===== config.mk =====
export PLATFORM = sky130hd
export DESIGN_NAME = smb_ptr_slave
export DESIGN_NICKNAME = d
export VERILOG_FILES = /design/src/rtl/smb_pkg.sv /design/src/rtl/smb_sync.sv /design/src/rtl/smb_cond_det.sv /design/src/rtl/smb_frame_ctrl.sv /design/src/rtl/smb_ptr_slave.sv
export SDC_FILE = /design/constraint.sdc
export NUM_CORES = 1
export LEC_CHECK = 0
export ABC_AREA = 1
export BUFFER_PORTS_ARGS = -buffer_cell sky130_fd_sc_hd__buf_2
export CAP_MARGIN = 20
export CORE_ASPECT_RATIO = 1.75
export CORE_MARGIN = 3
export CORE_UTILIZATION = 53
export CTS_BUF_LIST = sky130_fd_sc_hd__clkbuf_8
export CTS_CLUSTER_DIAMETER = 30
export CTS_CLUSTER_SIZE = 10
export DETAILED_ROUTE_END_ITERATION = 16
export PLACE_DENSITY = 0.71
export SLEW_MARGIN = 40
export SYNTH_ARGS = -nofsm -noshare
export SYNTH_HDL_FRONTEND = slang
export SYNTH_SLANG_ARGS = --single-unit

===== constraint.sdc =====
create_clock -name clk -period 4.2 [get_ports clk]
set_input_delay 0.21 -clock clk [delete_from_list [all_inputs] [get_ports clk]]
set_output_delay 0.21 -clock clk [all_outputs]
set_load 0.005 [all_outputs]

===== src/rtl/smb_pkg.sv =====
`timescale 1ns/1ps
package smb_pkg;
  localparam int BYTE_W = 8;

  typedef enum logic [2:0] {
    ST_IDLE,
    ST_RECV,
    ST_ACK,
    ST_SEND,
    ST_MACK,
    ST_SKIP
  } smb_state_e;

  typedef enum logic [1:0] {
    IDX_ADDR  = 2'd0,
    IDX_PTR   = 2'd1,
    IDX_DATA  = 2'd2,
    IDX_EXTRA = 2'd3
  } smb_idx_e;
endpackage


===== src/rtl/smb_sync.sv =====
`timescale 1ns/1ps
module smb_sync #(
  parameter int WIDTH  = 2,
  parameter int STAGES = 2
) (
  input  logic             clk,
  input  logic             rst,
  input  logic [WIDTH-1:0] async_in,
  output logic [WIDTH-1:0] sync_out
);
  logic [WIDTH-1:0] chain [STAGES];

  genvar g;
  generate
    for (g = 0; g < STAGES; g++) begin : g_stage
      if (g == 0) begin : g_first
        always_ff @(posedge clk) begin
          if (rst) chain[0] <= '1;
          else     chain[0] <= async_in;
        end
      end else begin : g_next
        always_ff @(posedge clk) begin
          if (rst) chain[g] <= '1;
          else     chain[g] <= chain[g-1];
        end
      end
    end
  endgenerate

  assign sync_out = chain[STAGES-1];
endmodule


===== src/rtl/smb_cond_det.sv =====
`timescale 1ns/1ps
module smb_cond_det (
  input  logic clk,
  input  logic rst,
  input  logic scl_s,
  input  logic sda_s,
  output logic scl_rise,
  output logic scl_fall,
  output logic start_det,
  output logic stop_det
);
  logic scl_q, sda_q;

  always_ff @(posedge clk) begin
    if (rst) begin
      scl_q     <= 1'b1;
      sda_q     <= 1'b1;
      scl_rise  <= 1'b0;
      scl_fall  <= 1'b0;
      start_det <= 1'b0;
      stop_det  <= 1'b0;
    end else begin
      scl_q     <= scl_s;
      sda_q     <= sda_s;
      scl_rise  <= scl_s & ~scl_q;
      scl_fall  <= ~scl_s & scl_q;
      // SDA moving while SCL is held high marks a bus condition
      start_det <= scl_s & scl_q & sda_q & ~sda_s;
      stop_det  <= scl_s & scl_q & ~sda_q & sda_s;
    end
  end
endmodule


===== src/rtl/smb_frame_ctrl.sv =====
`timescale 1ns/1ps
module smb_frame_ctrl
  import smb_pkg::*;
#(
  parameter logic [6:0] DEV_ADDR = 7'h4C,
  parameter int         PTR_W    = 8
) (
  input  logic              clk,
  input  logic              rst,
  input  logic              scl_rise,
  input  logic              scl_fall,
  input  logic              start_det,
  input  logic              stop_det,
  input  logic              sda_s,
  input  logic [BYTE_W-1:0] rdata,
  output logic              sda_pull,
  output logic [PTR_W-1:0]  ptr,
  output logic              wr_en,
  output logic [BYTE_W-1:0] wr_data
);
  localparam int CNT_W = $clog2(BYTE_W + 1);
  localparam logic [CNT_W-1:0] CNT_FULL = CNT_W'(BYTE_W);
  localparam logic [CNT_W-1:0] CNT_LAST = CNT_W'(BYTE_W - 1);

  smb_state_e        state;
  smb_idx_e          idx;
  logic [CNT_W-1:0]  cnt;
  logic              rw;
  logic [BYTE_W-1:0] shreg;
  logic [BYTE_W-2:0] txreg;

  always_ff @(posedge clk) begin
    if (rst) begin
      state    <= ST_IDLE;
      idx      <= IDX_ADDR;
      cnt      <= '0;
      rw       <= 1'b0;
      shreg    <= '0;
      txreg    <= '0;
      ptr      <= '0;
      wr_en    <= 1'b0;
      wr_data  <= '0;
      sda_pull <= 1'b0;
    end else begin
      wr_en <= 1'b0;
      if (start_det) begin
        state    <= ST_RECV;
        idx      <= IDX_ADDR;
        cnt      <= '0;
        sda_pull <= 1'b0;
      end else if (stop_det) begin
        state    <= ST_IDLE;
        sda_pull <= 1'b0;
      end else begin
        case (state)
          ST_RECV: begin
            if (scl_rise) begin
              shreg <= {shreg[BYTE_W-2:0], sda_s};
              cnt   <= cnt + CNT_W'(1);
            end else if (scl_fall && cnt == CNT_FULL) begin
              cnt <= '0;
              case (idx)
                IDX_ADDR: begin
                  if (shreg[BYTE_W-1:1] == DEV_ADDR) begin
                    rw       <= shreg[0];
                    sda_pull <= 1'b1;
                    state    <= ST_ACK;
                  end else begin
                    state <= ST_SKIP;
                  end
                end
                IDX_PTR: begin
                  ptr      <= shreg[PTR_W-1:0];
                  sda_pull <= 1'b1;
                  state    <= ST_ACK;
                end
                IDX_DATA: begin
                  wr_en    <= 1'b1;
                  wr_data  <= shreg;
                  sda_pull <= 1'b1;
                  state    <= ST_ACK;
                end
                default: state <= ST_ACK;  // surplus byte: line left released
              endcase
            end
          end
          ST_ACK: begin
            if (scl_fall) begin
              if (idx == IDX_ADDR && rw) begin
                txreg    <= rdata[BYTE_W-2:0];
                sda_pull <= ~rdata[BYTE_W-1];
                cnt      <= '0;
                state    <= ST_SEND;
              end else begin
                sda_pull <= 1'b0;
                state    <= ST_RECV;
                if (idx != IDX_EXTRA) idx <= smb_idx_e'(idx + 2'd1);
              end
            end
          end
          ST_SEND: begin
            if (scl_fall) begin
              if (cnt == CNT_LAST) begin
                sda_pull <= 1'b0;
                state    <= ST_MACK;
              end else begin
                sda_pull <= ~txreg[BYTE_W-2];
                txreg    <= {txreg[BYTE_W-3:0], 1'b0};
                cnt      <= cnt + CNT_W'(1);
              end
            end
          end
          ST_MACK: if (scl_fall) state <= ST_SKIP;
          default: ;
        endcase
      end
    end
  end
endmodule


===== src/rtl/smb_ptr_slave.sv =====
`timescale 1ns/1ps
module smb_ptr_slave #(
  parameter logic [6:0] DEV_ADDR    = 7'h4C,
  parameter int         PTR_W       = 8,
  parameter int         SYNC_STAGES = 2
) (
  input  logic             clk,
  input  logic             rst,
  input  logic             scl_in,
  input  logic             sda_in,
  output logic             sda_pull,
  output logic [PTR_W-1:0] reg_addr,
  output logic [7:0]       reg_wdata,
  output logic             reg_we,
  input  logic [7:0]       reg_rdata
);
  logic scl_s, sda_s;
  logic scl_rise, scl_fall, start_det, stop_det;

  smb_sync #(.WIDTH(2), .STAGES(SYNC_STAGES)) u_sync (
    .clk      (clk),
    .rst      (rst),
    .async_in ({scl_in, sda_in}),
    .sync_out ({scl_s, sda_s})
  );

  smb_cond_det u_cond (
    .clk       (clk),
    .rst       (rst),
    .scl_s     (scl_s),
    .sda_s     (sda_s),
    .scl_rise  (scl_rise),
    .scl_fall  (scl_fall),
    .start_det (start_det),
    .stop_det  (stop_det)
  );

  smb_frame_ctrl #(.DEV_ADDR(DEV_ADDR), .PTR_W(PTR_W)) u_frame (
    .clk       (clk),
    .rst       (rst),
    .scl_rise  (scl_rise),
    .scl_fall  (scl_fall),
    .start_det (start_det),
    .stop_det  (stop_det),
    .sda_s     (sda_s),
    .rdata     (reg_rdata),
    .sda_pull  (sda_pull),
    .ptr       (reg_addr),
    .wr_en     (reg_we),
    .wr_data   (reg_wdata)
  );
endmodule


Word-level counts from Yosys, hierarchy flattened
Memory sizes are Yosys's and may differ from the RTL's.
Index checks and enable logic that the tools add are counted.
{ "word_totals": {"ff_bits": 49, "ram_bits": 4, "in_bits": 12, "out_inout_bits": 18, "wordCells": 128, "mem_count": 1} }
{ "classes": {"n_addsub": 2, "n_eq_ne": 27, "muxes": 39, "bitwise_logic": 21, "n_reduce_logical": 21} }
{ "mem_list": {"columns": ["memory", "words", "width", "rd", "rd_ports_with_merged_regs", "wr", "line", "rtl"], "rows": [
  ["u_sync.chain", 2, 2, 2, 0, 2, "smb_sync.sv:11", "logic [WIDTH-1:0] chain [STAGES];"]
]} }
{ "ops": {"columns": ["cell", "count"], "rows": [
  ["AND reduction 7 bit", 6],
  ["two-way mux 7 bit", 4],
  ["two-way mux 3 bit", 8],
  ["two-way mux 4 bit", 6],
  ["!= test 4 bit, second input constant", 4],
  ["case mux 7 bit (2 select lines)", 1],
  ["two-way mux 1 bit", 13],
  ["!= test 2 bit, second input constant", 6],
  ["NOT 1 bit", 12],
  ["case mux 3 bit (4 select lines)", 1],
  ["case mux 4 bit (3 select lines)", 1],
  ["AND reduction 6 bit", 2],
  ["!= test 3 x 2 -> 1 bit, second input constant", 3],
  ["!= test 4 x 3 -> 1 bit, second input constant", 2],
  ["bitwise AND 1 bit", 7],
  ["equality test 7 bit, second input constant", 1],
  ["equality test 3 x 2 -> 1 bit, second input constant", 2],
  ["two-way mux 2 bit", 3],
  ["!= test 2 x 1 -> 1 bit, second input constant", 3],
  ["nonzero test 6 bit", 1],
  ["OR reduction 6 bit", 1],
  ["AND reduction 5 bit", 1],
  ["adder 4 x 1 -> 4 bit, second input constant", 1],
  ["equality test 4 x 3 -> 1 bit, second input constant", 1],
  ["17 further kinds", 20]
]} }

Longest topological paths before layout
Gate-level depths: netlist of the first run.
{ "depth": {"depth_word": 8, "ltp_mapped": 12, "mapped_depth_nobuf": 12} }

By module
From an unflattened synthesis of the first run, not the netlist that was laid out.
{ "hier_totals": {"cells_unflattened": 373, "hier_area_um2": 2553.7} }
{ "modules_own_cells": {"columns": ["module", "n_inst", "cells_each", "area_each_um2", "seq_area_each_um2"], "rows": [
  ["smb_frame_ctrl", 1, 339, 2252.2, 860.8],
  ["smb_cond_det", 1, 21, 185.2, 120.1],
  ["smb_sync", 1, 13, 116.4, 80.1]
]} }

Worst setup path before layout of the first run
Ideal clock, no wire load.
{ "synth_path": {"path_kind": "flip-flop to flip-flop", "startpoint": "reg u_frame.idx[0]", "endpoint": "reg u_frame.idx[1]", "setup_ns": 0.070, "arrival_ns": 1.472, "required_time_ns": 4.130, "slack_ns": 2.658, "path_stages_with_launch": 8, "path_buffers": 0, "synth_period_minus_slack_ns": 1.542, "cell_sequence": "dfxtp_1 inv_1 ha_1 nand2_1 nand3_1 nor4_1 o21ai_0 a21oi_1"} }
{ "synth_between": {"elab_chain_len": 4} }
{ "synth_rtl": {"columns": ["element", "line", "rtl"], "rows": [
  ["from (decl)", "smb_frame_ctrl.sv:26", "smb_idx_e idx;"],
  ["from (signal assigned)", "smb_frame_ctrl.sv:97", "if (idx != IDX_EXTRA) idx <= smb_idx_e'(idx + 2'd1);"],
  ["zero test 2 bit", "smb_frame_ctrl.sv:89", "if (idx == IDX_ADDR && rw) begin"],
  ["logical AND 1 bit", "smb_frame_ctrl.sv:89", null],
  ["NOT 1 bit (no line)", null, null],
  ["AND reduction 5 bit (no line)", null, null]
]} }
Parallel ways exist; a longest one is shown, timed or not.
A chain may end at the register's enable or synchronous reset.

Worst setup path in the final report of the first run
{ "layout_path": {"startpoint": "reg u_frame.idx[0]", "endpoint": "reg u_frame.ptr[2]"} }
{ "layout_between": {"elab_chain_len": 2} }
{ "layout_rtl": {"columns": ["element", "line", "rtl"], "rows": [
  ["equality test 2 x 1 -> 1 bit", "smb_frame_ctrl.sv:62", "case (idx)"],
  ["AND reduction 6 bit (no line)", null, null],
  ["to (signal assigned)", "smb_frame_ctrl.sv:73", "ptr <= shreg[PTR_W-1:0];"],
  ["to (decl)", "smb_frame_ctrl.sv:17", "output logic [PTR_W-1:0] ptr,"]
]} }
Every way passes these cells.

==> impl_metrics.yaml, run 1 <==
place:
  port_buffers: 29
  placed_area_um2: 2500
  place_congestion: 0.894
  dp_hpwl_um: 3770
  dp_slack_ns: 2.27
power_and_ir_drop:
  switching_share: 0.314
  ir_drop_v: 0.000341
  pwr-share-seq: 0.468
  power_w: 0.00122
  p_int_w: 0.000834
  power.leakage_nw: 1.16
  p_per_area_nw_per_um2: 463
  combPwrFrac: 0.238
  switchingPower_w: 0.000382
  p_clk_frac: 0.294
sta:
  setup_viol: 0
  finalHoldViolations: 0
  fin_crit_ns: 1.94
  drv_slew: 0
  fin_setup_tns_ns: 0
  setup_slack_ns: 2.26
  finalCritPeriodShare: 0.463
  grt_setup_unrepaired: "false"
  timing.fmax_mhz: 515
  finClkSkew_ns: 0.00683
  relSlewSlack: 0.468
  worstMarginPinSlew_ns: 0.791
clock_tree:
  cts-root-buf: "clkbuf_8"
  cts_setup_buffers: 0
  ctsHoldBuffers: 0
  clock_path_buffers: 2
  clock_latency_ns: 0.30
  cts_resized: 0
  htree_levels: 2
  numCtsBuffers: 5
  cts_sinks: 53
  path_clk_slew_ns: 0.09
  cts_tree: "yes"
critical_path:
  path_max_fanout: 9
  crit_arrival_ns: 2.18
  crit_type: "reg2reg"
  rrSetupSlack_ns: 2.26
  required_ns: 4.43
  timing.rr.end: "u_frame.ptr[2]"
  startpoint_type: "flop"
  reg2regPathDepth: 5
  timing.rr.start: "u_frame.idx[0]"
  end_kind: "flop"
synth:
  synth-async-reset-ratio: 0
  synth_cell_types: 32
  ys_top_cells_by_area: "dfxtp_1, o21ai_0, inv_1"
  syn_avg_cell_area_um2: 7.62
  netlist.area_leader.share: 0.451
  yosys.area.top_type: "dfxtp_1"
  syn_nets: 327
  syn-instance-count: 309
  ys_ff_latch: 53
  syn_area_um2: 2350
  synth_seq_area_share: 0.451
  synth_ff_type: "dfxtp_1"
  synth_edf_count: 0
  synth_warnings: 0
hold_path:
  hold_end: "u_sync.chain[0][1]"
  whs_path_depth: 2
  hp-start: "scl_in"
  holdCritPathClass: "in2reg"
layout:
  fin_nets: 354
  layout_commonest_cell: "dfxtp_1"
  final_util: 0.621
  nFillCells: 392
  seqCellArea_um2: 1060
  finalInstanceArea_um2: 2630
  drive_gt1_frac: 0.175
  multi_input_area_um2: 1060
  final_cell_mix: "dfxtp_1, o21ai_0, inv_1"
  diodes: 0
  syn_to_final_growth_pct: 11.5
run_status:
  outcome: "finished clean"
floorplanning:
  rows: 31
  die_w_um: 56.4
  die_h_um: 94.2
  start_util: 0.557
  io_pins: 30
  core_um2: 4230
  fp.dieArea_um2: 5310
global_route:
  grt_pass1_wl_um: 8680
  grt_max_degree: 35
  gr-total-overflow: 0
  grt_antenna_before_repair: 0
  grt_usage: 0.204
  grt_pass1_vias: 1961
routing:
  ant_nets: 0
  vias: 2057
  drc: 0
  vias_per_cell: 5.33
  drt_iter0_drc: 74
  wire_per_inst_um: 13.1
  finalWirelength_um: 5040
  drt_pass1_iterations: 4
run:
  maxCapViolCount: 0
-- logic make-up after synthesis --
family	share of synthesized area
buffers and inverters	0.0994
adder cells (fa/ha/maj)	0.0319
XOR/XNOR	0.00372
flip-flops	0.451
AO/OA/AOI/OAI	0.192
AND/OR/NAND/NOR	0.222
-- layout make-up --
type	instances	share of cell area
clock buffer	6	0.0315
tap	49	0.0234
timing repair buffer	29	0.0553
inverter	46	0.0677
sequential	53	0.404
multi-input combinational	201	0.404
clock inverter	2	0.0143
-- critical path, stage by stage, from the launching register on --
cell     delay (ns)
dfxtp_1        0.40
ha_1           0.40
nand2_1        0.09
nor3_1         0.62
o21ai_0        0.19
a31oi_1        0.17
-- synth_stat cells, types with 2 or more instances --
library cell and number:
dfxtp_1 53, o21ai_0 47, inv_1 43, nand2_1 41, nor2_1 31, a21oi_1 25, nand3_1 13, a31oi_1 8
ha_1 6, nor3_1 5, or2_2 5, clkbuf_1 4, nand4_1 3, a21oi_2 2, buf_2 2, inv_2 2
nand2_2 2, nor2_4 2, o21ai_2 2
-- state kept, by name (all words and copies together) (netlist names), 2 cells and up --
register         count
u_frame.cnt          4
u_frame.shreg        8
u_frame.txreg        7
u_frame.idx          2
u_sync.chain         4
u_frame.wr_data      8
u_frame.ptr          8
u_frame.state        3
-- power by group through the flow --
stage          registers, W  clock network, W  logic [W]
2_1_floorplan      0.000574                 0   0.000230
3_3_place_gp       0.000580                 0   0.000280
3_5_place_dp       0.000581                 0   0.000285
4_1_cts            0.000569          0.000364   0.000286
5_1_grt            0.000575          0.000382   0.000337
6_report           0.000569          0.000357   0.000289
-- worst max-delay path by stage --
stage | startpoint | endpoint | slack [ns] | depth (start not counted)
5_1_grt | u_frame.idx[1] | u_frame.ptr[0] | 2.08 | 6
3_5_place_dp | u_frame.idx[0] | u_frame.ptr[2] | 2.27 | 5
3_3_place_gp | u_frame.idx[0] | u_frame.ptr[4] | 2.30 | 5
6_report | u_frame.idx[0] | u_frame.ptr[2] | 2.26 | 5
4_1_cts | u_frame.idx[0] | u_frame.ptr[2] | 2.26 | 5
2_1_floorplan | u_frame.idx[0] | u_frame.idx[1] | 2.66 | 7
-- through the flow --
| step | hold WS [ns] | std cells |
|---|---|---|
| detailed placement | 0.397 | 378 |
| floorplan | 0.314 | 309 |
| finish | 0.0829 | 386 |
| CTS | 0.0806 | 386 |
| global route | 0.0792 | 386 |
| global placement | 0.392 | 378 |
-- routing by layer --
metal	up-vias	part of all wire	track usage
li1	1056	-	-
met1	947	0.40	0.231
met2	40	0.54	0.358
met3	14	0.031	0.0371
met4	0	0.035	0.101
met5	-	0	0
Power figures use the tool's default switching activity.
==> inputs of run 2 (changes only) <==
- clock period: 4.2 -> 2 ns (I/O delays scaled with it)
==> impl_metrics.yaml, run 2 (synthesis results as in run 1) <==
layout:
  final_util: 0.633
  drive_gt1_frac: 0.188
  largest_registers: "u_frame.ptr x8, u_frame.shreg x8, u_frame.wr_data x8"
  syn_to_final_growth_pct: 13.6
  layout_commonest_cell: "dfxtp_1"
  diodes: 0
  final_cell_mix: "dfxtp_1, o21ai_0, inv_1"
  fin_nets: 362
floorplanning:
  core_um2: 4230
  rows: 31
  die_w_um: 56.4
  start_util: 0.557
  die_h_um: 94.2
  io_pins: 30
  fp.dieArea_um2: 5310
sta:
  fin_crit_ns: 1.76
  finalCritPeriodShare: 0.882
  worst_hold_slack_ns: 0.106
  worstMarginPinSlew_ns: 0.503
  finClkSkew_ns: 0.0122
  fin_setup_tns_ns: 0
  relSlewSlack: 0.661
  timing.fmax_mhz: 567
  setup_viol: 0
  drv_slew: 0
  finalHoldViolations: 0
  grt_setup_unrepaired: "false"
hold_path:
  holdCritPathClass: "in2reg"
  whs_path_depth: 3
global_route:
  grt_pass1_vias: 1961
  grt_pass1_wl_um: 8760
  grt_usage: 0.208
  gr-total-overflow: 0
  grt_max_degree: 29
  grt_antenna_before_repair: 0
routing:
  drt_pass1_iterations: 4
  ant_nets: 0
  drt_iter0_drc: 58
  vias: 2065
  drc: 0
  wire_per_inst_um: 13.1
  vias_per_cell: 5.24
  finalWirelength_um: 5150
place:
  port_buffers: 29
  place_congestion: 0.894
  dp_hpwl_um: 3800
critical_path:
  reg2regPathDepth: 7
  timing.rr.end: "u_frame.idx[1]"
  crit_arrival_ns: 2.01
  crit_start: "u_frame.idx[0]"
  required_ns: 2.25
  startpoint_type: "flop"
  crit_end: "u_frame.idx[1]"
  timing.rr.start: "u_frame.idx[0]"
  rrSetupSlack_ns: 0.24
  path_max_fanout: 5
  end_kind: "flop"
  crit_type: "reg2reg"
clock_tree:
  clock_latency_ns: 0.31
  cts_tree: "yes"
  path_clk_slew_ns: 0.11
  htree_levels: 2
  clock_path_buffers: 2
  cts_sinks: 53
  numCtsBuffers: 5
  cts-root-buf: "clkbuf_8"
  cts_setup_buffers: 0
power_and_ir_drop:
  combPwrFrac: 0.249
  p_per_area_nw_per_um2: 920
  p_int_w: 0.00164
  pwr-share-seq: 0.486
  switching_share: 0.334
  p_clk_frac: 0.265
  switchingPower_w: 0.000823
  power.leakage_nw: 1.20
  ir_drop_v: 0.000687
run:
  maxCapViolCount: 0
run_status:
  outcome: "finished clean"
[run 2: changes by cell type in the layout (fill, tap and decap cells not counted), sizes merged]
cell,delta
clkinv,+1
bufinv,-1
dlygate4sd3,+2
buf,+6
clkinvlp,-1
inv,+1
[run 2: cell type report]
type / count / area [um^2]
Clock buffer: 6 / 82.6
Clock inverter: 2 / 17.5
Fill cell: 407 / 1550
Inverter: 46 / 178
Multi-Input combinational cell: 201 / 1060
Sequential cell: 53 / 1060
Tap cell: 49 / 61.3
Timing Repair Buffer: 37 / 210
[run 2: power groups by stage]
| stage | Clock (W) | Combinational (W) | Sequential [W] |
|---|---|---|---|
| 3_5_place_dp | 0 | 0.000607 | 0.00122 |
| 4_1_cts | 0.000665 | 0.000612 | 0.00120 |
| 5_1_grt | 0.000707 | 0.000703 | 0.00121 |
| 3_3_place_gp | 0 | 0.000600 | 0.00122 |
| 6_report | 0.000653 | 0.000613 | 0.00120 |
| 2_1_floorplan | 0 | 0.000484 | 0.00121 |
[run 2: routing by layer]
metal | up-vias | global-route usage | part of all wire
li1 | 1077 | - | -
met1 | 943 | 0.234 | 0.41
met2 | 35 | 0.380 | 0.53
met3 | 10 | 0.0385 | 0.029
met4 | 0 | 0.0812 | 0.023
met5 | - | 0 | 0
[run 2: worst max-delay path, stage by stage, from the launching register on]
cell	delay [ns]
dfxtp_1	0.42
inv_1	0.08
ha_1	0.25
nand2_1	0.12
nand3_1	0.16
nor4_1	0.41
o21ai_0	0.14
a21oi_1	0.13
[run 2: worst min-delay path by stage]
| stage | to | slack (ns) | startpoint |
|---|---|---|---|
| floorplan | u_sync.chain[0][0] | 0.20 | sda_in |
| global placement | u_sync.chain[0][1] | 0.28 | scl_in |
| detailed placement | u_sync.chain[0][1] | 0.29 | scl_in |
| CTS | u_frame.txreg[0] | 0.11 | reg_rdata[0] |
| global route | u_cond.scl_fall | 0.13 | rst |
| finish | u_frame.txreg[0] | 0.11 | reg_rdata[0] |
[run 2: what timing repair did]
item	CTS	global route
gates resized for setup	0	1
endpoints found under the hold margin	2	0
setup endpoints to repair	0	1
hold buffers	2	0
[run 2: stage by stage]
stage	instances	instance area, um^2	total power, W	worst slack [ns]
after floorplan	309	2350	0.00169	0.458
after global placement	384	2550	0.00182	0.339
after detailed placement	384	2550	0.00183	0.248
after CTS	394	2670	0.00247	0.232
after global routing	394	2680	0.00262	0.0122
final	394	2680	0.00246	0.237
==> inputs of run 3 (changes only) <==
- CORE_UTILIZATION: 53 -> 59
- CTS_CLUSTER_SIZE: 10 -> 12
- PLACE_DENSITY: 0.71 -> 0.78
==> impl_metrics.yaml, run 3 (synthesis results as in run 1) <==
run_status:
  outcome: "finished clean"
place:
  place_congestion: 0.922
  dp_hpwl_um: 3650
  dp.cells: 380
  port_buffers: 29
sta:
  worstMarginPinSlew_ns: 0.534
  relSlewSlack: 0.643
  worst_hold_slack_ns: 0.119
  fin_crit_ns: 1.72
  timing.fmax_mhz: 582
  finClkSkew_ns: 0.00643
  fin_setup_tns_ns: 0
  finalHoldViolations: 0
  drv_slew: 0
  setup_viol: 0
  finalCritPeriodShare: 0.859
  grt_setup_unrepaired: "false"
routing:
  ant_nets: 0
  vias_per_cell: 5.28
  vias: 2061
  finalWirelength_um: 4830
  drt_iter0_drc: 59
  drt_pass1_iterations: 6
  wire_per_inst_um: 12.4
  drc: 0
floorplanning:
  die_w_um: 53.8
  fp.dieArea_um2: 4820
  core_um2: 3740
  io_pins: 30
  rows: 29
  die_h_um: 89.6
  start_util: 0.630
layout:
  diodes: 0
  final_util: 0.717
  drive_gt1_frac: 0.186
  syn_to_final_growth_pct: 13.9
  fin_nets: 361
  final_cell_mix: "dfxtp_1, o21ai_0, inv_1"
  largest_registers: "u_frame.ptr x8, u_frame.shreg x8, u_frame.wr_data x8"
  final_cells: 390
  layout_commonest_cell: "dfxtp_1"
critical_path:
  path_cells: "inv_1 > ha_1 > nand2_1 > nand3_1 > nor4_2 > o21ai_0 > a21oi_1"
  path_max_fanout: 5
  cpPeakStageDelay_ns: 0.41
  required_ns: 2.24
  startpoint_type: "flop"
  timing.rr.start: "u_frame.idx[0]"
  crit_start: "u_frame.idx[0]"
  end_kind: "flop"
  slowest_stage: "dfxtp_1"
  crit_type: "reg2reg"
  crit_arrival_ns: 1.95
global_route:
  grt_pass1_vias: 1947
  grt_usage: 0.227
  grt_pass1_wl_um: 8190
  gr-total-overflow: 0
  grt_max_degree: 33
  grt_antenna_before_repair: 0
clock_tree:
  cts_setup_buffers: 0
  cts_sinks: 53
  clock_latency_ns: 0.30
  clock_path_buffers: 2
  cts-root-buf: "clkbuf_8"
  cts_tree: "yes"
  path_clk_slew_ns: 0.09
  numCtsBuffers: 5
  htree_levels: 2
run:
  maxCapViolCount: 0
hold_path:
  hp-start: "rst"
  holdCritPathClass: "in2reg"
power_and_ir_drop:
  p_per_area_nw_per_um2: 942
  ir_drop_v: 0.000653
  power.leakage_nw: 1.20
## run 3: cell count changes in the layout (fill, tap and decap cells not counted), sizes merged
cell	change
buf	-1
bufinv	+1
clkbuf	-1
## run 3: area by class of cell
type / count / area (um^2)
Multi-Input combinational cell: 201 / 1070
Inverter: 46 / 178
Fill cell: 321 / 1060
Timing Repair Buffer: 36 / 203
Clock inverter: 3 / 42.5
Sequential cell: 53 / 1060
Tap cell: 46 / 57.6
Clock buffer: 5 / 68.8
## run 3: metal layers
layer | part of all wire | track usage | vias up
met2 | 0.52 | 0.387 | 52
met3 | 0.037 | 0.0331 | 13
li1 | - | - | 1073
met4 | 0.032 | 0.130 | 0
met1 | 0.41 | 0.262 | 923
met5 | 0 | 0 | -
## run 3: timing repair
action	CTS	global route
endpoints found under the setup margin	0	5
hold endpoints to repair	2	0
gates resized for setup	0	2
hold buffers	2	0
## run 3: path summary, 6_finish.rpt
check | to | slack (ns) | depth (start not counted)
max | u_frame.idx[1] | 0.28 | 7
min | u_cond.scl_fall | 0.12 | 2
max reg2reg | u_frame.idx[1] | 0.28 | 7
min reg2reg | u_sync.chain[1][1] | 0.42 | 1
## run 3: worst max-delay path, delay by kind of cell, from the launching register on
kind                       cells  cell delay (ns)
DFF                            1             0.41
buffers and inverters          1             0.09
AOI/OAI and AO/OA              2             0.29
and+or+nand+nor                3             0.62
adders and majority gates      1             0.25
## run 3: power breakdown
part | switching, W | total, W | internal (W)
Sequential | 0.0000691 | 0.00119 | 0.00113
Clock | 0.000344 | 0.000715 | 0.000371
Combinational | 0.000390 | 0.000616 | 0.000226
Total | 0.000803 | 0.00253 | 0.00172
## run 3: stage by stage
step / setup WS (ns) / instance area (um^2) / total power (W)
after floorplan: 0.458 / 2350 / 0.00169
after global placement: 0.336 / 2540 / 0.00181
after detailed placement: 0.212 / 2540 / 0.00182
after CTS: 0.175 / 2670 / 0.00253
after global routing: 0.101 / 2680 / 0.00269
final: 0.283 / 2680 / 0.00253
